**src/rtl/xlate_pkg.sv**
```systemverilog
package xlate_pkg;
   localparam int        PERM_W   = 3;
   localparam logic [2:0] PERM_ALL = 3'b111;

   localparam logic [1:0] ACC_READ  = 2'd0;
   localparam logic [1:0] ACC_WRITE = 2'd1;
   localparam logic [1:0] ACC_EXEC  = 2'd2;

   localparam logic [1:0] PATH_IDENT = 2'd0;
   localparam logic [1:0] PATH_SEG   = 2'd1;
   localparam logic [1:0] PATH_PAGE  = 2'd2;

   typedef enum logic [1:0] {
      ST_IDLE = 2'd0,
      ST_EVAL = 2'd1,
      ST_WAIT = 2'd2
   } xlate_state_e;
endpackage

```
**src/rtl/xlate_mode_decode.sv**
```systemverilog
module xlate_mode_decode
   import xlate_pkg::*;
#(
   parameter int VA_W       = 32,
   parameter int SEG_W      = 4,
   parameter int CFG_W      = 32,
   parameter logic [CFG_W-1:0] EN_MASK = 'hC,
   parameter bit SEG_ENABLE = 1'b1
) (
   input  logic [VA_W-1:0]  vaddr,
   input  logic             user,
   input  logic [CFG_W-1:0] gcfg,
   input  logic [CFG_W-1:0] mcfg,
   output logic [SEG_W-1:0] seg_idx,
   output logic [1:0]       path
);
   localparam int NUM_SEG = 1 << SEG_W;

   logic mmu_on;
   logic seg_hit;

   assign seg_idx = vaddr[VA_W-1 -: SEG_W];
   assign mmu_on  = |(gcfg & EN_MASK);

   generate
      if (SEG_ENABLE) begin : g_seg
         logic [NUM_SEG-1:0] seg_bits;
         assign seg_bits = mcfg[NUM_SEG-1:0];
         assign seg_hit  = seg_bits[seg_idx] & ~user;
      end else begin : g_noseg
         assign seg_hit = 1'b0;
      end
   endgenerate

   always_comb begin
      if (!mmu_on)      path = PATH_IDENT;
      else if (seg_hit) path = PATH_SEG;
      else              path = PATH_PAGE;
   end
endmodule

```
**src/rtl/seg_base_mux.sv**
```systemverilog
module seg_base_mux #(
   parameter int VA_W  = 32,
   parameter int SEG_W = 4
) (
   input  logic [SEG_W-1:0]                    seg_idx,
   input  logic [VA_W-1:0]                     vaddr,
   input  logic [((1 << SEG_W) / 2)*SEG_W-1:0] base_lo,
   input  logic [((1 << SEG_W) / 2)*SEG_W-1:0] base_hi,
   output logic [VA_W-1:0]                     seg_paddr
);
   localparam int NUM_SEG = 1 << SEG_W;
   localparam int HALF    = NUM_SEG / 2;

   logic [SEG_W-1:0] nib_tab [NUM_SEG];
   logic [SEG_W-1:0] nib;

   for (genvar g = 0; g < NUM_SEG; g++) begin : g_tab
      if (g < HALF) begin : g_lo
         assign nib_tab[g] = base_lo[g*SEG_W +: SEG_W];
      end else begin : g_hi
         assign nib_tab[g] = base_hi[(g-HALF)*SEG_W +: SEG_W];
      end
   end

   assign nib       = nib_tab[seg_idx];
   assign seg_paddr = {nib, vaddr[VA_W-SEG_W-1:0]};
endmodule

```
**src/rtl/xlate_seq.sv**
```systemverilog
module xlate_seq
   import xlate_pkg::*;
(
   input  logic clk,
   input  logic rst_n,
   input  logic take,
   input  logic is_page,
   input  logic done,
   output logic idle,
   output logic in_eval,
   output logic in_wait
);
   xlate_state_e st_q, st_d;

   always_comb begin
      st_d = st_q;
      unique case (st_q)
         ST_IDLE: if (take) st_d = ST_EVAL;
         ST_EVAL: st_d = is_page ? ST_WAIT : ST_IDLE;
         ST_WAIT: if (done) st_d = ST_IDLE;
         default: st_d = ST_IDLE;
      endcase
   end

   always_ff @(posedge clk or negedge rst_n) begin
      if (!rst_n) st_q <= ST_IDLE;
      else        st_q <= st_d;
   end

   assign idle    = (st_q == ST_IDLE);
   assign in_eval = (st_q == ST_EVAL);
   assign in_wait = (st_q == ST_WAIT);
endmodule

```
**src/rtl/seg_page_xlate.sv**
```systemverilog
module seg_page_xlate
   import xlate_pkg::*;
#(
   parameter int VA_W       = 32,
   parameter int SEG_W      = 4,
   parameter int CFG_W      = 32,
   parameter logic [CFG_W-1:0] EN_MASK = 'hC,
   parameter bit SEG_ENABLE = 1'b1,
   localparam int BASE_W    = ((1 << SEG_W) / 2) * SEG_W
) (
   input  logic              clk,
   input  logic              rst_n,
   input  logic              req_valid,
   output logic              req_ready,
   input  logic [VA_W-1:0]   req_vaddr,
   input  logic [1:0]        req_acc,
   input  logic              req_user,
   input  logic [CFG_W-1:0]  cfg_global,
   input  logic [CFG_W-1:0]  cfg_mmu,
   input  logic [BASE_W-1:0] seg_base_lo,
   input  logic [BASE_W-1:0] seg_base_hi,
   output logic              lkp_req,
   output logic [VA_W-1:0]   lkp_vaddr,
   output logic [1:0]        lkp_acc,
   output logic              lkp_user,
   output logic              lkp_iside,
   input  logic              lkp_done,
   input  logic [VA_W-1:0]   lkp_paddr,
   input  logic [PERM_W-1:0] lkp_perm,
   input  logic              lkp_miss,
   output logic              rsp_valid,
   output logic [VA_W-1:0]   rsp_paddr,
   output logic [PERM_W-1:0] rsp_perm,
   output logic              rsp_miss,
   output logic [1:0]        rsp_path
);
   localparam int NUM_SEG = 1 << SEG_W;

   if (VA_W <= SEG_W) begin : g_chk_va
      $error("VA_W must exceed SEG_W");
   end
   if (CFG_W < NUM_SEG) begin : g_chk_cfg
      $error("CFG_W must hold one bit per segment");
   end

   logic              take;
   logic              idle, in_eval, in_wait;
   logic [VA_W-1:0]   q_vaddr;
   logic [1:0]        q_acc;
   logic              q_user;
   logic [CFG_W-1:0]  q_gcfg, q_mcfg;
   logic [BASE_W-1:0] q_lo, q_hi;
   logic [SEG_W-1:0]  seg_idx;
   logic [1:0]        path;
   logic [VA_W-1:0]   seg_paddr;

   assign take = req_valid & idle;

   always_ff @(posedge clk or negedge rst_n) begin
      if (!rst_n) begin
         q_vaddr <= '0;
         q_acc   <= ACC_READ;
         q_user  <= 1'b0;
         q_gcfg  <= '0;
         q_mcfg  <= '0;
         q_lo    <= '0;
         q_hi    <= '0;
      end else if (take) begin
         q_vaddr <= req_vaddr;
         q_acc   <= req_acc;
         q_user  <= req_user;
         q_gcfg  <= cfg_global;
         q_mcfg  <= cfg_mmu;
         q_lo    <= seg_base_lo;
         q_hi    <= seg_base_hi;
      end
   end

   xlate_mode_decode #(
      .VA_W(VA_W), .SEG_W(SEG_W), .CFG_W(CFG_W),
      .EN_MASK(EN_MASK), .SEG_ENABLE(SEG_ENABLE)
   ) u_dec (
      .vaddr(q_vaddr), .user(q_user), .gcfg(q_gcfg), .mcfg(q_mcfg),
      .seg_idx(seg_idx), .path(path)
   );

   seg_base_mux #(.VA_W(VA_W), .SEG_W(SEG_W)) u_base (
      .seg_idx(seg_idx), .vaddr(q_vaddr),
      .base_lo(q_lo), .base_hi(q_hi), .seg_paddr(seg_paddr)
   );

   xlate_seq u_seq (
      .clk(clk), .rst_n(rst_n), .take(take),
      .is_page(path == PATH_PAGE), .done(lkp_done),
      .idle(idle), .in_eval(in_eval), .in_wait(in_wait)
   );

   assign req_ready = idle;

   assign lkp_req   = in_eval & (path == PATH_PAGE);
   assign lkp_vaddr = q_vaddr;
   assign lkp_acc   = q_acc;
   assign lkp_user  = q_user;
   assign lkp_iside = (q_acc == ACC_EXEC);

   always_comb begin
      rsp_valid = 1'b0;
      rsp_paddr = q_vaddr;
      rsp_perm  = PERM_ALL;
      rsp_miss  = 1'b0;
      rsp_path  = path;
      if (in_wait) begin
         rsp_valid = lkp_done;
         rsp_paddr = lkp_paddr;
         rsp_perm  = lkp_perm;
         rsp_miss  = lkp_done & lkp_miss;
         rsp_path  = PATH_PAGE;
      end else if (in_eval && path != PATH_PAGE) begin
         rsp_valid = 1'b1;
         if (path == PATH_SEG) rsp_paddr = seg_paddr;
      end
   end
endmodule

```
**config.mk**
```make
export PLATFORM = sky130hd
export DESIGN_NAME = seg_page_xlate
export DESIGN_NICKNAME = d
export VERILOG_FILES = /design/src/rtl/xlate_pkg.sv /design/src/rtl/xlate_mode_decode.sv /design/src/rtl/seg_base_mux.sv /design/src/rtl/xlate_seq.sv /design/src/rtl/seg_page_xlate.sv
export SDC_FILE = /design/constraint.sdc
export NUM_CORES = 1
export LEC_CHECK = 0
export ABC_AREA = 0
export BUFFER_PORTS_ARGS = -buffer_cell sky130_fd_sc_hd__buf_4
export CORE_MARGIN = 4
export CORE_UTILIZATION = 52
export DETAILED_ROUTE_END_ITERATION = 16
export PLACE_DENSITY = 0.86
export SKIP_LAST_GASP = 1
export SLEW_MARGIN = 20
export SYNTH_ARGS = -nofsm -noshare
export SYNTH_HDL_FRONTEND = slang
export SYNTH_HIERARCHICAL = 1
export SYNTH_SLANG_ARGS = --single-unit
```
**constraint.sdc**
```tcl
create_clock -name clk -period 3.5 [get_ports clk]
set_clock_uncertainty 0.2 [all_clocks]
set_input_delay 0.35 -clock clk [delete_from_list [all_inputs] [get_ports clk]]
set_output_delay 0.35 -clock clk [all_outputs]
set_load 0.02 [all_outputs]
```
Yosys cells after proc, flatten, opt, wreduce, memory -nomap -nowiden
Index checks and enable logic that the tools add are counted.
Widths: inputs -> output; s select.
{ "op_classes": {"div": 0, "n_mul": 0, "shift": 0, "n_bitwise": 6, "eq_ne": 8, "addsub": 0, "n_reduce_logical": 4, "order_cmp": 2, "n_mux": 19} }
{ "op_table": {"columns": ["cell", "count"], "rows": [
  ["$mux 32", 3],
  ["$bmux 4 s4", 1],
  ["$mux 2", 6],
  ["$mux 4", 2],
  ["$eq 2x2->1 const B", 3],
  ["$ne 2x2->1 const B", 3],
  ["$pmux 2 s3", 1],
  ["$ge 5x5->1 const B", 1],
  ["$lt 4x5->1 const B", 1],
  ["$not 4->5", 1],
  ["$and 1x1->1", 4],
  ["$bmux 1 s4", 1],
  ["$eq 2x1->1 const B", 2],
  ["$mux 1", 4],
  ["$mux 3", 1],
  ["$logic_not 2->1", 1],
  ["$reduce_and 2->1", 1],
  ["$reduce_or 2->1", 1],
  ["$logic_and 1x1->1", 1],
  ["$not 1->1", 1]
]} }
{ "word_totals": {"romBits": 0, "reg_bits": 121, "in_bits": 203, "elab_cells": 47, "ram_bits": 0, "output_inout_bits": 77, "memories": 0, "latch_bits": 0} }

Longest topological paths before layout
Gate-level depths: netlist (run 1).
{ "depth": {"depth_word": 9, "ltp_mapped": 10, "mapped_depth_nobuf": 7} }

Cells and area by module
Netlist (run 1), hierarchy kept.
{ "modules_own_cells": {"columns": ["mod", "cells_per_inst", "area_per_inst_um2", "n_inst", "seq_area_each_um2"], "rows": [
  ["seg_page_xlate", 502, 7687.4, 1, 4078.9],
  ["seg_base_mux", 67, 764.5, 1, 0.0],
  ["xlate_mode_decode", 24, 212.7, 1, 0.0],
  ["xlate_seq", 8, 100.1, 1, 50.0]
]} }

Worst setup path before layout (run 1)
Ideal clock, no wire load.
{ "synth_path": {"path_kind": "flip-flop to output port", "from": "register q_vaddr[28] (netlist: lkp_vaddr[28])", "to": "output rsp_paddr[10]", "n_path_buf": 2, "path_stages_with_launch": 10, "path_slack_ns": 0.545, "t_required_ns": 2.950, "arrival_ns": 2.405, "path_cell_list": "dfrtp_1 buf_6 mux4_2 nand2b_1 nand3_2 o211a_1 nand3b_1 clkbuf_1 nand2_1 a21oi_1"} }
{ "synth_via": {"elab_chain_cells": 9} }
{ "synth_rtl": {"columns": ["item", "line", "source"], "rows": [
  ["from (decl)", "seg_page_xlate.sv:48", "logic [VA_W-1:0] q_vaddr;"],
  ["from (signal assigned)", "seg_page_xlate.sv:69", "q_vaddr <= req_vaddr;"],
  ["$bmux 1 s4", "xlate_mode_decode.sv:29", "assign seg_hit = seg_bits[seg_idx] & ~user;"],
  ["$mux 1 (not written as such)", "xlate_mode_decode.sv:29", null],
  ["$and 1x1->1", "xlate_mode_decode.sv:29", null],
  ["$mux 2", "xlate_mode_decode.sv:37", "else if (seg_hit) path = PATH_SEG;"],
  ["$mux 2", "xlate_mode_decode.sv:36", "if (!mmu_on) path = PATH_IDENT;"],
  ["via path[1]", "seg_page_xlate.sv:54", "logic [1:0] path;"],
  ["$ne 2x2->1", "seg_page_xlate.sv:118", "end else if (in_eval && path != PATH_PAGE) begin"],
  ["$logic_and 1x1->1", "seg_page_xlate.sv:118", null],
  ["$mux 32", "seg_page_xlate.sv:118", null],
  ["$mux 32", "seg_page_xlate.sv:112", "if (in_wait) begin"],
  ["to (decl)", "seg_page_xlate.sv:32", "output logic [VA_W-1:0] rsp_paddr,"]
]} }
The timed path passes the listed nets, and every way through them passes these cells. The select of a mux whose other input is x is not followed.

Worst setup path in the final report (run 1)
{ "layout_path": {"from": "register q_vaddr[28] (netlist: lkp_vaddr[28])", "to": "output rsp_paddr[29]"} }
{ "layout_via": {"word_cells_on_any_way": 15, "classes_between": "2 x eq/ne; 10 x mux; 2 x bitwise; 1 x reduce/logical"} }
{ "layout_lines": {"columns": ["item", "line", "source"], "rows": [
  ["$not 4->5 (not written as such)", "seg_base_mux.sv:25", "assign nib = nib_tab[seg_idx];"],
  ["$bmux 4 s4", "seg_base_mux.sv:25", null],
  ["$mux 4 (not written as such) (2 in a row)", "seg_base_mux.sv:25", null],
  ["via seg_paddr[29]", "seg_page_xlate.sv:55", "logic [VA_W-1:0] seg_paddr;"],
  ["$mux 32", "seg_page_xlate.sv:120", "if (path == PATH_SEG) rsp_paddr = seg_paddr;"],
  ["$mux 32", "seg_page_xlate.sv:118", null],
  ["$mux 32", "seg_page_xlate.sv:112", null]
]} }
The timed path passes the listed nets, and every way through them passes these cells. The select of a mux whose other input is x is not followed.

==> metrics.md, run 1 <==
| Metric | Value |
|---|---|
| Routability cong. | 0.810 |
| Vias in the first global route | 5929 |
| Clk pin slew, worst setup/hold paths | around 0.05 ns |
| Post-synthesis cell count | 506 |
| P per Cell Area | 931 nW/µm² |
| Area growth, synth to finish | 47.4% |
| Gr usage total | 0.285 |
| Period utilization | 0.972 |
| Mapped Avg Cell Area | approximately 14 µm² |
| Starting density of the core | 0.537 |
| Clock Tree Buf Depth | 2 |
| FP Rows | 41 |
| Synthesized area | approximately 6900 µm² |
| Synth warn | 6 |
| CTS tree | built |
| Syn nets | 709 |
| GRT overflow | 0 |
| Worst hold margin | approximately 0.079 ns |
| Avg Vias per Cell | 5.43 |
| WL final | 22.1 mm |
| Critical path fanouts, max | 19 |
| Met2 wire len | 11.8 mm |
| Kind of critical path | reg2out |
| Max-slew violation count | 0 |
| Max layer used | met4 |
| Outcome | finished clean |
| Pin count of the biggest net entering global routing | 120 |
| Layout cells sized above 1 | 0.491 |
| Die W | around 120 µm |
| Worst hold path class | in2reg |
| Tmin final | between 3 and 4 ns |
| Die area | 15100 µm² |
| Most frequent cells in the layout | 244 x buf_4, 118 x dlygate4sd3_1, 117 x dfrtp_1 |
| 1st-iter DRT viols | roughly 400 |
| CP required | a little under 3 ns |
| Final setup fails | 0 |
| Crit path DAT | around 2.9 ns |
| IO Pins | 280 |
| DR pass1 iterations | 5 |
| Via count | 5477 |
| Setup crit start kind | register |
| Max-cap violations | 0 |
| Leak Pwr | slightly below 5 nW |
| Worst slew margin | 0.522 |
| Finished layout cell area | 10100 µm² |
| Chip Height | 123 µm |
| Peak VDD IR | 0.000468 V |
| CORE AREA | ~13000 µm² |
| Worst Max-Slew Pin Slew | 0.717 ns |
| Placed cell areas | 8310 µm² |
| Pre-CTS WS | between 0.3 and 0.4 ns |
| Routed wl met3 | 1.43 mm |
| Post-detail-place hpwl | 12.6 mm |
| Antenna-violating nets left | 0 |
| FMAX | just under 300 MHz |
| Critical Path End Type | output port |
| Setup WS post-layout | 0.0969 ns |
| Cts bufs inserted | 17 |
| Unrepaired setup endpoints after global routing | true |
| Final nets | just over 1000 |
| Residual DRC | 0 |
| Port Buffers | 233 |
| Most common cell after layout, fill and taps aside | buf_4 |
| WL met1 | 8.01 mm |
| First-pass GRT wire length | between 30 and 40 mm |
| Antenna violations before repair | 1 |
| Drt wl/cell | 22.0 µm |
| CTS root buf | clkbuf_16 |
| CTS H-tree depth | 4 |
| Hold violation total from the final report | 0 |
| Clk sinks | 119 |
| Clock Latency Late Sink | 0.41 ns |
-- where the power goes --
| part | internal [W] | switching (W) | total (W) |
|---|---|---|---|
| Sequential | 0.00208 | 0.000645 | 0.00273 |
| Clock | 0.00116 | 0.000614 | 0.00177 |
| Combinational | 0.00263 | 0.00229 | 0.00492 |
| Total | 0.00587 | 0.00355 | 0.00942 |
-- state kept, by name (all words and copies together) (netlist names) --
signal and count:
q_gcfg 2, u_seq/st_q 2, lkp_user 1, lkp_vaddr 32, q_mcfg 16, q_hi 32, lkp_acc 2, q_lo 32
-- worst max-delay path, cell delays in order, from the launching register on --
cell,delay (ns)
dfrtp_2,0.47
buf_4,0.16
buf_4,0.32
mux4_1,0.64
a22oi_1,0.27
nand3_1,0.14
a21oi_1,0.17
a21oi_1,0.09
buf_4,0.16
-- area by class of cell --
cell class / count / area [µm²]
multi-input cells: 319 / 3220
repair buffers: 367 / 3100
flip-flops and latches: 119 / 2980
fillers: 646 / 2660
clock buffers: 20 / 467
well taps: 172 / 215
clock inverters: 9 / 126
inverters: 1 / 3.75
diodes: 1 / 2.50
-- final timing paths --
kind                               start            end  slack (ns)  cells past startpoint
hold reg to reg                  q_lo[1]        q_lo[1]        0.30                      1
min in group asynchronous          rst_n        q_hi[7]        0.36                      3
setup reg to reg           u_seq/st_q[0]       q_hi[12]        1.12                      4
max in group asynchronous          rst_n  lkp_vaddr[28]        2.21                      3
hold / removal                  lkp_done  u_seq/st_q[1]        0.08                      3
setup / recovery           lkp_vaddr[28]  rsp_paddr[29]         0.1                      8
-- layer usage --
metal | GRT usage | vias to the layer above
li1 | - | 2400
met1 | 0.307 | 2693
met2 | 0.525 | 312
met3 | 0.0714 | 72
met4 | 0.122 | 0
met5 | 0 | -
-- per-stage QoR --
stage	instances	total power, W	TNS (ns)	utilization
after floorplan	506	0.00611	0	-
after global placement	858	0.00710	0	0.651
after detailed placement	858	0.00729	0	0.651
after CTS	1004	0.00921	0	0.789
after global routing	1008	0.00981	-0.0453	0.792
final	1008	0.00942	0	0.792
-- repair_timing --
action | CTS | global route
endpoints found under the setup margin | 29 | 28
buffers inserted | 0 | 2
hold buffers | 117 | 1
resized for setup | 2 | 4
endpoints found under the hold margin | 235 | 1
No activity file was read; power rests on OpenSTA's default activity.
==> run 2: changes to the inputs <==
ABC_AREA = 1   (was 0)
PLACE_DENSITY = 0.87   (was 0.86)
==> run 2 against run 1 <==
Effect of this change:
- utilization fell by 0.053 points
- maximum frequency rose by 5.9%
- area after synthesis increased by 1.2%
- final cell count is 49% higher
- sequential share of layout area fell by 0.11 points
- critical path type unchanged
- total power fell by 2.2%
- worst setup slack improved by 0.19 ns
- first-iteration DRC count up 98%
==> metrics.md, run 2 <==
| Metric | Value |
|---|---|
| Outcome | finished clean |
| Synthesized area | 6940 µm² (+1.2%) |
| CTS root buf | clkbuf_16 |
| FF+latch area | 2980 µm² (about the same) |
| Unrepaired setup endpoints after global routing | false |
| Die W | 124 µm (+0.55%) |
| Vias in the first global route | 7735 (+30%) |
| Antenna violations before repair | 2 (+1) |
| WL final | 23.9 mm (+7.8%) |
| Max-cap violations | 0 (unchanged) |
| Peak VDD IR | 0.000646 V (+38%) |
| Most frequent cells in the layout | 487 x nand2_1, 247 x buf_4, 132 x inv_1 |
| Slowest-stage cell, CP | dfrtp_2 |
| FMAX | 311 MHz (+5.9%) |
| FP Rows | 41 (unchanged) |
| Avg Vias per Cell | 5.16 (-5.0%) |
| Area growth, synth to finish | 46.2% |
| Max-slew violation count | 0 (unchanged) |
| Clock Latency Late Sink | 0.41 ns (about the same) |
| Sum Neg Setup Slack | 0 ns (unchanged) |
| Internal | 0.00494 W (-16%) |
| Clock power share | 0.187 (about the same) |
| Starting density of the core | 0.541 (+0.00409) |
| Setup crit start kind | register |
| Drt wl/cell | 15.9 µm (-28%) |
| Critical Path End Type | output port |
| Mapped Avg Cell Area | 6.75 µm² (-50%) |
| Residual DRC | 0 (unchanged) |
| Clk sinks | 119 (unchanged) |
| Period utilization | 0.918 (-0.0543) |
| GRT overflow | 0 (unchanged) |
| Sequential share of power | 0.276 (-0.014) |
| Routability cong. | 0.871 (+7.5%) |
| Worst Max-Slew Pin Slew | 0.833 ns (+0.116 ns) |
| Worst path max stage delay | 0.51 ns (-0.13 ns) |
| First-pass GRT wire length | 36.7 mm (+14%) |
| Multi-input logic area | 2790 µm² (-13%) |
| Crit path DAT | 2.66 ns (-0.19 ns) |
| Crit path cell chain | inv_6 > nand2_2 > nand3_1 > nand3_1 > nand3b_1 > nand2_1 > a21oi_1 > inv_2 > nand3_2 > buf_6 > nand2_1 > nand3_1 > nand2_1 > buf_4 |
| Hold violation total from the final report | 0 (unchanged) |
| IO Pins | 280 (unchanged) |
| Chip Height | 124 µm (+0.55%) |
| FILL cells | 820 (+27%) |
| 1st-iter DRT viols | 790 (+98%) |
| Worst hold margin | 0.0158 ns (-0.0631 ns) |
| Worst hold path class | in2reg |
| Post-detail-place hpwl | 13.5 mm (+7.6%) |
| Net Sw Power | 0.00428 W (+20%) |
| Synth warn | 6 (unchanged) |
| Final setup fails | 0 (unchanged) |
| CTS tree | built |
| Tmin final | 3.21 ns (-0.190 ns) |
| CP required | 2.95 ns (about the same) |
| Worst slew margin | 0.444 (-0.0775) |
| Switching part of the total | 0.464 (+0.0873) |
| Kind of critical path | reg2out |
| Die area | 15300 µm² (+1.1%) |
| Clock Tree Buf Depth | 2 (unchanged) |
| Gr usage total | 0.310 (+0.0250) |
| Delay-heaviest family, CP | simple AND/OR/NAND/NOR gates |
| Syn nets | 1232 (+74%) |
| Critical path fanouts, max | 24 (+5) |
| Antenna-violating nets left | 0 (unchanged) |
| Layout cells sized above 1 | 0.226 (-0.265) |
| CTS H-tree depth | 4 (unchanged) |
| Leak Pwr | 5.72 nW (+17%) |
| Pin count of the biggest net entering global routing | 86 (-28%) |
| Post-synthesis cell count | 1029 (+100%) |
| Combinational group share of total power | 0.538 (+0.016) |
| Setup bufs post-CTS | 0 (unchanged) |
| Most common cell after layout, fill and taps aside | nand2_1 |
| DR pass1 iterations | 5 (unchanged) |
| Cts bufs inserted | 17 (unchanged) |
| Via count | 7746 (+41%) |
| CP Buf/Inv Count | 4 (+1) |
| Port Buffers | 233 (unchanged) |
| Final nets | 1518 (+48%) |
| CORE AREA | 12800 µm² (+0.40%) |
| Clk pin slew, worst setup/hold paths | 0.05 ns (about the same) |
| P per Cell Area | 907 nW/µm² (-2.6%) |
==> run 2: power by group through the flow <==
| stage | clock (W) | combinational (W) | sequential, W |
|---|---|---|---|
| final | 0.00172 | 0.00495 | 0.00254 |
| after global routing | 0.00179 | 0.00541 | 0.00262 |
| after CTS | 0.00172 | 0.00483 | 0.00251 |
| after detailed placement | 0 | 0.00467 | 0.00251 |
| after global placement | 0 | 0.00458 | 0.00249 |
| after floorplan | 0 | 0.00322 | 0.00264 |
==> run 2: worst reg2reg max path, stage by stage (launching register included) <==
cell,delay [ns]
dfrtp_2,0.53
inv_6,0.08
nand2_2,0.07
nand3_1,0.07
nand3_1,0.11
nand3b_1,0.08
nand2_1,0.08
nand2_1,0.06
nor2_2,0.11
buf_4,0.37
inv_1,0.11
nand2_1,0.12
inv_1,0.05
nand3_1,0.07
nand2_1,0.05
==> run 2: layer usage <==
metal | vias up | GRT usage | part of all wire
li1 | 3644 | - | -
met1 | 3606 | 0.354 | 0.37
met2 | 411 | 0.559 | 0.52
met3 | 85 | 0.0631 | 0.072
met4 | 0 | 0.133 | 0.037
met5 | - | 0 | 0
==> run 2: stage by stage <==
stage	utilization	setup slack (ns)	cell area, µm²	cells	power, W
2_1_floorplan	-	1.08	6940	1029	0.00586
3_3_place_gp	0.656	0.721	8410	1352	0.00707
3_5_place_dp	0.656	0.701	8410	1352	0.00718
4_1_cts	0.791	0.248	10100	1499	0.00906
5_1_grt	0.792	0.0855	10200	1501	0.00982
6_report	0.792	0.287	10200	1501	0.00921
==> run 2: final timing paths <==
path / start / endpoint / slack, ns / depth (start not counted)
max in group asynchronous: rst_n / q_hi[9] / 1.93 / 3
hold / removal: cfg_mmu[1] / q_mcfg[1] / 0.02 / 3
setup reg to reg: lkp_vaddr[28] / u_seq/st_q[1] / 1.21 / 14
hold reg to reg: q_lo[20] / q_lo[20] / 0.28 / 2
setup / recovery: lkp_vaddr[28] / rsp_paddr[27] / 0.29 / 14
min in group asynchronous: rst_n / q_hi[26] / 0.39 / 2
==> run 2: timing repair <==
item,4_1_cts,5_1_grt
endpoints found under the hold margin,195,0
gates resized for setup,0,1
setup endpoints to repair,0,1
hold buffers,116,0
==> run 2: final cells by class <==
| type | instances | share of cell area |
|---|---|---|
| Antenna cell | 2 | 0.000493 |
| Clock buffer | 21 | 0.0434 |
| Clock inverter | 10 | 0.0128 |
| Inverter | 143 | 0.0544 |
| Multi-Input combinational cell | 669 | 0.275 |
| Sequential cell | 119 | 0.293 |
| Tap cell | 172 | 0.0212 |
| Timing Repair Buffer | 365 | 0.299 |
